<file path="src/rtl/tune_pkg.sv">
package tune_pkg;

    localparam logic [7:0] END_WORD  = 8'h5F;
    localparam logic [4:0] TOP_PITCH = 5'd26;

    typedef enum logic [1:0] {
        ST_IDLE,
        ST_START,
        ST_FETCH,
        ST_PLAY
    } seq_state_t;

    typedef struct packed {
        logic [2:0] len;
        logic [4:0] pitch;
    } note_t;

    // duration code -> number of beat ticks (plain and dotted values)
    function automatic logic [4:0] len_ticks(input logic [2:0] code);
        case (code)
            3'd0:    return 5'd1;
            3'd1:    return 5'd2;
            3'd2:    return 5'd3;
            3'd3:    return 5'd4;
            3'd4:    return 5'd6;
            3'd5:    return 5'd8;
            3'd6:    return 5'd12;
            default: return 5'd16;
        endcase
    endfunction

    // rest code and the unused codes above the pitch range are silent
    function automatic logic pitch_silent(input logic [4:0] p);
        return p > TOP_PITCH;
    endfunction

endpackage

</file>
<file path="src/rtl/tune_store.sv">
module tune_store #(
    parameter int unsigned DEPTH = 64,
    localparam int unsigned AW   = $clog2(DEPTH)
) (
    input  logic          clk,
    input  logic          wr_en,
    input  logic [AW-1:0] wr_addr,
    input  logic [7:0]    wr_data,
    input  logic [AW-1:0] rd_addr,
    output logic [7:0]    rd_data
);

    logic [7:0] mem [DEPTH];

    always_ff @(posedge clk) begin
        if (wr_en) begin
            mem[wr_addr] <= wr_data;
        end
    end

    assign rd_data = mem[rd_addr];

endmodule

</file>
<file path="src/rtl/tune_beat.sv">
module tune_beat #(
    parameter int unsigned PW = 11,
    parameter int unsigned TW = 5
) (
    input  logic          clk,
    input  logic          rst,
    input  logic          load,
    input  logic          run,
    input  logic [PW-1:0] reload,
    input  logic [TW-1:0] ticks,
    output logic          done
);

    logic [PW-1:0] presc;
    logic [PW-1:0] reload_q;
    logic [TW-1:0] left;

    assign done = run && (presc == '0) && (left == TW'(1));

    always_ff @(posedge clk) begin
        if (rst) begin
            presc    <= '0;
            reload_q <= '0;
            left     <= '0;
        end else if (load) begin
            reload_q <= reload;
            presc    <= reload - 1'b1;
            left     <= ticks;
        end else if (run) begin
            if (presc == '0) begin
                presc <= reload_q - 1'b1;
                left  <= left - 1'b1;
            end else begin
                presc <= presc - 1'b1;
            end
        end
    end

    // the prescaler stays inside the tick length taken at note load
    assert_presc_range_R4: assert property (@(posedge clk) disable iff (rst)
        run |-> (presc < reload_q));

    // a running note always has at least one tick left
    assert_ticks_left_R3: assert property (@(posedge clk) disable iff (rst)
        run |-> (left != '0));

endmodule

</file>
<file path="src/rtl/tune_tone.sv">
module tune_tone
    import tune_pkg::*;
#(
    parameter int unsigned HW         = 6,
    parameter int unsigned PITCH_BASE = 48,
    parameter int unsigned PITCH_STEP = 1
) (
    input  logic       clk,
    input  logic       rst,
    input  logic       clear,
    input  logic       load,
    input  logic [4:0] pitch,
    output logic       tone
);

    logic          tone_q;
    logic          silent_q;
    logic [4:0]    cur_pitch;
    logic [HW-1:0] cnt;
    logic [HW-1:0] half_q;
    logic [HW-1:0] half_w;
    logic          restart;

    assign half_w  = HW'(PITCH_BASE - PITCH_STEP * int'(pitch));
    assign restart = silent_q || (pitch != cur_pitch);
    assign tone    = tone_q;

    always_ff @(posedge clk) begin
        if (rst || clear) begin
            tone_q    <= 1'b0;
            silent_q  <= 1'b1;
            cur_pitch <= '0;
            cnt       <= '0;
            half_q    <= '0;
        end else if (load && pitch_silent(pitch)) begin
            tone_q    <= 1'b0;
            silent_q  <= 1'b1;
            cur_pitch <= pitch;
        end else if (load && restart) begin
            tone_q    <= 1'b1;
            silent_q  <= 1'b0;
            cur_pitch <= pitch;
            half_q    <= half_w;
            cnt       <= half_w - 1'b1;
        end else if (!silent_q) begin
            // also reached on a tied load: the phase carries on
            if (cnt == '0) begin
                cnt    <= half_q - 1'b1;
                tone_q <= ~tone_q;
            end else begin
                cnt <= cnt - 1'b1;
            end
        end
    end

    // a silent note never drives the tone high
    assert_rest_quiet_R7: assert property (@(posedge clk) disable iff (rst)
        silent_q |-> !tone_q);

    // a freshly started pitch opens in its high phase
    assert_tone_start_R6: assert property (@(posedge clk) disable iff (rst)
        (load && !clear && !pitch_silent(pitch) && restart) |=> tone_q);

endmodule

</file>
<file path="src/rtl/tune_player.sv">
module tune_player
    import tune_pkg::*;
#(
    parameter int unsigned DEPTH      = 64,
    parameter int unsigned START_CYC  = 256,
    parameter int unsigned REF_HZ     = 32768,
    parameter int unsigned TEMPO_BASE = 256,
    parameter int unsigned TEMPO_STEP = 32,
    parameter int unsigned PITCH_BASE = 48,
    parameter int unsigned PITCH_STEP = 1,
    localparam int unsigned AW        = $clog2(DEPTH)
) (
    input  logic          clk,
    input  logic          rst,
    input  logic          play_en,
    input  logic [4:0]    tempo_code,
    input  logic          wr_en,
    input  logic [AW-1:0] wr_addr,
    input  logic [7:0]    wr_data,
    output logic          tone_out
);

    localparam int unsigned DELAY_TOTAL = START_CYC + REF_HZ / 128;
    localparam int unsigned DW          = $clog2(DELAY_TOTAL + 1);
    localparam int unsigned PW          = $clog2(TEMPO_BASE + 31 * TEMPO_STEP + 1);
    localparam int unsigned TW          = 5;
    localparam int unsigned HW          = $clog2(PITCH_BASE + 1);

    seq_state_t    state;
    logic [AW-1:0] rd_addr;
    logic [DW-1:0] dly;
    logic [7:0]    rd_word;
    note_t         note;
    logic          is_end;
    logic          note_load;
    logic          beat_done;
    logic          tone_q;
    logic [PW-1:0] reload_w;

    assign note      = note_t'(rd_word);
    assign is_end    = (rd_word == END_WORD);
    assign note_load = play_en && (state == ST_FETCH) && !is_end;
    assign reload_w  = PW'(TEMPO_BASE + TEMPO_STEP * int'(tempo_code));
    assign tone_out  = tone_q && play_en;

    always_ff @(posedge clk) begin
        if (rst || !play_en) begin
            state   <= ST_IDLE;
            rd_addr <= '0;
            dly     <= '0;
        end else begin
            case (state)
                ST_IDLE: begin
                    state   <= ST_START;
                    rd_addr <= '0;
                    dly     <= DW'(DELAY_TOTAL - 1);
                end
                ST_START: begin
                    if (dly == '0) state <= ST_FETCH;
                    else           dly   <= dly - 1'b1;
                end
                ST_FETCH: begin
                    if (is_end) begin
                        rd_addr <= '0;
                    end else begin
                        rd_addr <= rd_addr + 1'b1;
                        state   <= ST_PLAY;
                    end
                end
                default: begin
                    if (beat_done) state <= ST_FETCH;
                end
            endcase
        end
    end

    tune_store #(.DEPTH(DEPTH)) u_store (
        .clk     (clk),
        .wr_en   (wr_en),
        .wr_addr (wr_addr),
        .wr_data (wr_data),
        .rd_addr (rd_addr),
        .rd_data (rd_word)
    );

    tune_beat #(.PW(PW), .TW(TW)) u_beat (
        .clk    (clk),
        .rst    (rst),
        .load   (note_load),
        .run    (state == ST_PLAY),
        .reload (reload_w),
        .ticks  (len_ticks(note.len)),
        .done   (beat_done)
    );

    tune_tone #(
        .HW         (HW),
        .PITCH_BASE (PITCH_BASE),
        .PITCH_STEP (PITCH_STEP)
    ) u_tone (
        .clk   (clk),
        .rst   (rst),
        .clear (!play_en),
        .load  (note_load),
        .pitch (note.pitch),
        .tone  (tone_q)
    );

    // with the enable low the sequencer drops to idle
    assert_idle_when_off_R1: assert property (@(posedge clk) disable iff (rst)
        !play_en |=> (state == ST_IDLE));

    // a new start re-arms the delay from address 0
    assert_rearm_R9: assert property (@(posedge clk) disable iff (rst)
        (state == ST_IDLE && play_en) |=> (state == ST_START && rd_addr == '0));

    // the end word sends the address back to 0 and fetches again
    assert_end_wrap_R5: assert property (@(posedge clk) disable iff (rst)
        (state == ST_FETCH && play_en && is_end) |=> (rd_addr == '0 && state == ST_FETCH));

endmodule

</file>
<file path="config.mk">
export PLATFORM = sky130hd
export DESIGN_NAME = tune_player
export DESIGN_NICKNAME = d
export VERILOG_FILES = /design/src/rtl/tune_pkg.sv /design/src/rtl/tune_store.sv /design/src/rtl/tune_beat.sv /design/src/rtl/tune_tone.sv /design/src/rtl/tune_player.sv
export SDC_FILE = /design/constraint.sdc
export NUM_CORES = 1
export LEC_CHECK = 0
export BUFFER_PORTS_ARGS = -buffer_cell sky130_fd_sc_hd__buf_4
export CAP_MARGIN = 15
export CORE_ASPECT_RATIO = 1.5
export CORE_MARGIN = 5
export CORE_UTILIZATION = 55
export CTS_CLUSTER_DIAMETER = 50
export DETAILED_ROUTE_END_ITERATION = 8
export PLACE_DENSITY_LB_ADDON = 0.2
export SETUP_SLACK_MARGIN = 0.2
export SLEW_MARGIN = 20
export SYNTH_ARGS = -nofsm -noshare
export SYNTH_HDL_FRONTEND = slang
export SYNTH_SLANG_ARGS = --single-unit
</file>
<file path="constraint.sdc">
create_clock -name clk -period 4.76 [get_ports clk]
set_clock_uncertainty 0.05 [all_clocks]
set_input_delay 0.238 -clock clk [delete_from_list [all_inputs] [get_ports clk]]
set_output_delay 0.238 -clock clk [all_outputs]
set_load 0.02 [all_outputs]
</file>
Yosys cells after proc, flatten, opt, wreduce, memory -nomap -nowiden. Memories as Yosys holds them, arrays and structs flattened. A register that Yosys moved wholly into a read port is not among the register bits. Index checks and enable logic that the tools add are counted.

RAM bits: 512. Logic and storage cells: 99. Register bits after elaboration: 64. Memories kept: 1. Bits of input ports: 23.

Memories: u_store.mem (depth 64, bits a word 8, read ports 1, clocked after memory_dff 1, write ports 1, RTL line tune_store.sv:13) `logic [7:0] mem [DEPTH];`.

Multiplexer cells: 27. Reductions and logical operators: 30. Equal/unequal tests: 16. $lt $le $gt $ge: 1. Bitwise gates (word level): 2. $add $sub $neg: 11.

Operator list (number): 2-to-1 mux 6 bit (6); case mux 5 bit (7 select lines) (1); 2-to-1 mux 11 bit (3); subtractor 11 x 1 -> 11 bit, second input constant (3); 2-to-1 mux 5 bit (5); case mux 10 bit (2 select lines) (1); subtractor 6 x 1 -> 6 bit, second input constant (3); case mux 6 bit (2 select lines) (1); nonzero test 2 bit (6); adder 9 x 10 -> 11 bit, first input constant (1); zero test 11 bit (1); zero test 10 bit (1); 2-to-1 mux 10 bit (1); AND reduction 2 bit (5); subtractor 10 x 1 -> 10 bit, second input constant (1); equality test 3 bit, second input constant (3); equality test 8 x 7 -> 1 bit, second input constant (1); inequality test 2 bit, second input constant (4); logical AND 1 bit (7); adder 6 x 1 -> 6 bit, second input constant (1); equality test 3 x 2 -> 1 bit, second input constant (2); zero test 6 bit (1); 2-to-1 mux 2 bit (3); case mux 2 bit (3 select lines) (1); 17 further kinds (25).

Longest topological paths before layout.
Depth after elaboration: 6. Mapped depth: 24. Depth with buffers taken out: 18.

Hierarchy. From an unflattened synthesis, not the netlist that was laid out.

Cells, all modules: 1414. Area total of the unflattened synthesis: 24055.6 µm².

Modules (own cells, without submodules): tune_store (area each 20006.7 µm², sequential area each 15374.7 µm², instances 1, cells each 932); tune_beat (area each 1609.0 µm², sequential area each 540.5 µm², instances 1, cells each 190); tune_tone (area each 1342.5 µm², sequential area each 380.4 µm², instances 1, cells each 154); tune_player (area each 1097.3 µm², sequential area each 360.3 µm², instances 1, cells each 138).

Worst setup path before layout. OpenSTA, ideal clock, no wires.

Path kind: register to register. Start: register with a tool-made name. End: register u_tone.cnt[4]. Buffers on the path: 6. Stages on the path, launching flop included: 24. Arrival time: 3.814 ns. Slack: 0.780 ns. Cells stage by stage: dfxtp_1 -> buf_6 -> buf_12 -> buf_12 -> buf_6 -> buf_4 -> mux4_2 -> o22ai_1 -> nor4_1 -> nand2_1 -> and2_1 -> inv_1 -> ha_1 -> a41oi_4 -> o21ai_2 -> buf_4 -> o21a_1 -> inv_1 -> ha_1 -> nand3_1 -> xor2_1 -> nand2_1 -> o211ai_1 -> o211a_1.

RTL lines: end signal, assigned (RTL line tune_tone.sv:44) `cnt <= half_w - 1'b1;`; end signal, assigned (RTL line tune_tone.sv:48) `cnt <= half_q - 1'b1;`; end signal, assigned (RTL line tune_tone.sv:51) `cnt <= cnt - 1'b1;`; end, declared (RTL line tune_tone.sv:19) `logic [HW-1:0] cnt;`.

==> flow_summary.toml <==
[floorplan]
fp.dieArea_um2 = 47700
fp.coreArea_um2 = 42900
io_pins = 24
row_count = 93
die_w_um = 180
start_util = 0.555
die_h_um = 265

[yosys]
ys_seq_area_frac = 0.700
syn-num-nets = 1486
ys_async_sr_fraction = 0
ys_types = 66
synthCells = 1450
synth_edf_count = 512
syn_area_per_cell_um2 = 16.4
syn-cell-area_um2 = 23800
ys.flop_type = "edfxtp_1"
ys_warn_count = 0
synth-seq-cells = 577

[routing]
routed_wl_um = 55200
drc = 0
antenna_left = 0
viasPerCell = 6.25
vias = 13200
wire_per_inst_um = 26.2
drt_iter0_drc = 1272
first_pass_iters = 5

[worst_setup_path]
crit_path_max_fanout = 43
crit_path_max_incr_delay_ns = 0.56
rr_worst_depth = 13
worstSetupPathType = "reg -> reg"
critPathRequiredTime_ns = 5.15
start_kind = "flip-flop"
critPathSlowestCell = "dlygate4sd3_1"
path_cells = "buf_12, buf_4, mux4_2, a22oi_1, nand4_1, a41oi_4, inv_1, ha_1, a41oi_4, buf_4, mux2i_1, nor2_1, dlygate4sd3_1"
cp_data_arrival_time_ns = 4.77
cp-end-kind = "flip-flop"

[final_layout]
final_util = 0.615
multi_input_area_um2 = 6580
design_area_um2 = 26400
nets = 1529
fillers = 3058
area_delta_synth_final_pct = 10.8
regArea_um2 = 16700
fin_cells = 2103
drive_above_1_share = 0.179
antenna_cells = 0

[global_routing]
grt.total_usage = 0.231
grt_start_max_net_pins = 65
grt_pass1_vias = 13200
grt_overflow = 0
antenna_found_initial = 0
grt_pass1_wl_um = 83400

[clock_tree]
cts_max_level = 2
cts_buffer_depth = 3
clock-sinks = 577
root_buffer = "clkbuf_16"
numCtsBuffers = 52
cts_setup_buffers = 0
clk_latency_ns = 0.58
clkTransAtPathRegs_ns = 0.06
cts_tree = "built"

[outcome]
status = "finished clean"

[flow_run]
cap_violations = 0

[sta]
worst_slew_pin_slew_ns = 0.997
final_hold_viol_count = 0
relSlewSlack = 0.333
period_minus_slack_ns = 4.38
timing.hold.ws_ns = 0.0387
finalSetupTns_ns = 0
slew_viol_final = 0
rsz0062_at_grt = "true"
finalCritPeriodShare = 0.921
finalSetupViolCount = 0
max_freq_mhz = 228

[power_and_ir_drop]
leakage_nw = 8.33
cellPowerDensity_nw_per_um2 = 382
irDropWorstVdd_mv = 0.333

[placed_design]
dp_hpwl_um = 35800
place_inst = 2001
finalWeightedCongestion = 0.857
post_dp_cell_area_um2 = 24600
portBuffers = 23

[worst_hold_path]
min_path_cells = 3
min_path_type = "in -> reg"
flip-flops by register name, summed over array words and instances, names as in the netlist, named ones only:
signal            flops
u_beat.presc         11
dly                  10
rd_addr               6
u_tone.cur_pitch      5
state                 2
u_tone.silent_q       1
u_store.mem         512
u_beat.reload_q       6
u_beat.left           5
u_tone.cnt            6
u_tone.tone           1
u_tone.half_q         6
cell families after synthesis:
| kind of cell | Yosys count | share of synthesized area |
|---|---|---|
| flip-flops | 577 | 0.700 |
| multiplexers | 184 | 0.132 |
| XOR/XNOR | 34 | 0.0125 |
| AO/OA/AOI/OAI | 176 | 0.0505 |
| AND/OR/NAND/NOR | 369 | 0.0734 |
| adder cells (fa/ha/maj) | 13 | 0.00683 |
| buffers and inverters | 97 | 0.0251 |
power breakdown:
group | leakage (nW) | internal [mW] | total, mW | switching (mW)
logic | 2.33 | 0.0613 | 0.228 | 0.166
registers | 5.13 | 5.54 | 5.56 | 0.0160
clock network | 0.862 | 2.52 | 4.31 | 1.78
worst paths after layout:
kind                    start                  to  slack (ns)
min reg2reg  u_tone.half_q[2]    u_tone.half_q[2]        0.43
max                 flip-flop  u_beat.reload_q[6]        0.38
max reg2reg         flip-flop  u_beat.reload_q[6]        0.38
min                   play_en     u_tone.silent_q        0.04
critical path: cells and delay by family (launching register included):
kind | cells | cell delay (ns)
and+or+nand+nor | 2 | 0.33
adders and majority gates | 1 | 0.25
buffers and inverters | 5 | 1.71
muxes | 2 | 0.59
DFF | 1 | 0.55
AOI/OAI and AO/OA | 3 | 0.75
placed cells by master (no fill, tap or decap), types with 9 or more instances in the layout:
| cell type | instances |
|---|---|
| nand4_1 | 9 |
| dfxtp_1 | 61 |
| xor2_1 | 13 |
| nand3_1 | 30 |
| o21ai_0 | 20 |
| clkbuf_16 | 53 |
| a22oi_1 | 21 |
| xnor2_1 | 21 |
| o22ai_1 | 21 |
| mux4_2 | 102 |
| edfxtp_1 | 512 |
| nand2_1 | 72 |
| nor2_1 | 148 |
| mux2i_1 | 69 |
| mux2_2 | 12 |
| buf_4 | 51 |
| nor3_1 | 18 |
| a21oi_1 | 52 |
| inv_1 | 20 |
| clkinv_2 | 13 |
| bufinv_16 | 9 |
| nor2b_1 | 15 |
| ha_1 | 13 |
| nor4_1 | 11 |
| or3_1 | 12 |
| nand3b_1 | 12 |
| a211oi_1 | 13 |
cells in the mapped netlist, types with 7 or more instances:
cell      count  area share
edfxtp_1    512        0.65
nor2_1      148       0.023
mux4_2      102       0.096
nand2_1      72       0.011
mux2i_1      69       0.029
dfxtp_1      65       0.055
a21oi_1      52       0.011
nand3_1      30      0.0063
clkbuf_1     28      0.0044
a22oi_1      21      0.0066
o22ai_1      21      0.0055
xnor2_1      21      0.0077
inv_1        20      0.0031
nor3_1       20      0.0042
o21ai_0      20      0.0042
buf_6        16      0.0076
buf_2        15      0.0031
nor2b_1      15      0.0039
a211oi_1     13      0.0041
ha_1         13      0.0068
xor2_1       13      0.0048
mux2_2       12      0.0057
nand3b_1     12      0.0038
or3_1        12      0.0031
buf_4        11      0.0035
nor4_1       11      0.0029
nand4_1       9      0.0024
nand2b_1      8      0.0021
a31oi_1       7      0.0018
per-stage QoR:
step / total power [mW] / setup WS [ns]
finish: 10.1 / 0.376
detailed placement: 5.89 / 0.410
floorplan: 5.76 / 0.780
global route: 10.4 / 0.179
global placement: 5.88 / 0.465
CTS: 10.2 / 0.399
routing by layer:
metal / up-vias / track usage / share of wire
li1: 5790 / - / -
met1: 6675 / 0.300 / 0.38
met2: 564 / 0.398 / 0.52
met3: 122 / 0.0323 / 0.067
met4: 0 / 0.0888 / 0.041
met5: - / 0 / 0
final cells by class:
type | instances | area share
Multi-Input combinational cell | 776 | 0.249
Tap cell | 570 | 0.0270
Inverter | 20 | 0.00284
Clock buffer | 61 | 0.0514
Timing Repair Buffer | 66 | 0.0228
Clock inverter | 33 | 0.0148
Sequential cell | 577 | 0.632
timing repair:
action / in CTS / in global routing
endpoints found under the setup margin: 0 / 1
hold buffers: 8 / 0
hold endpoints to repair: 22 / 0
resized for setup: 0 / 1
Power figures use the tool's default switching activity.
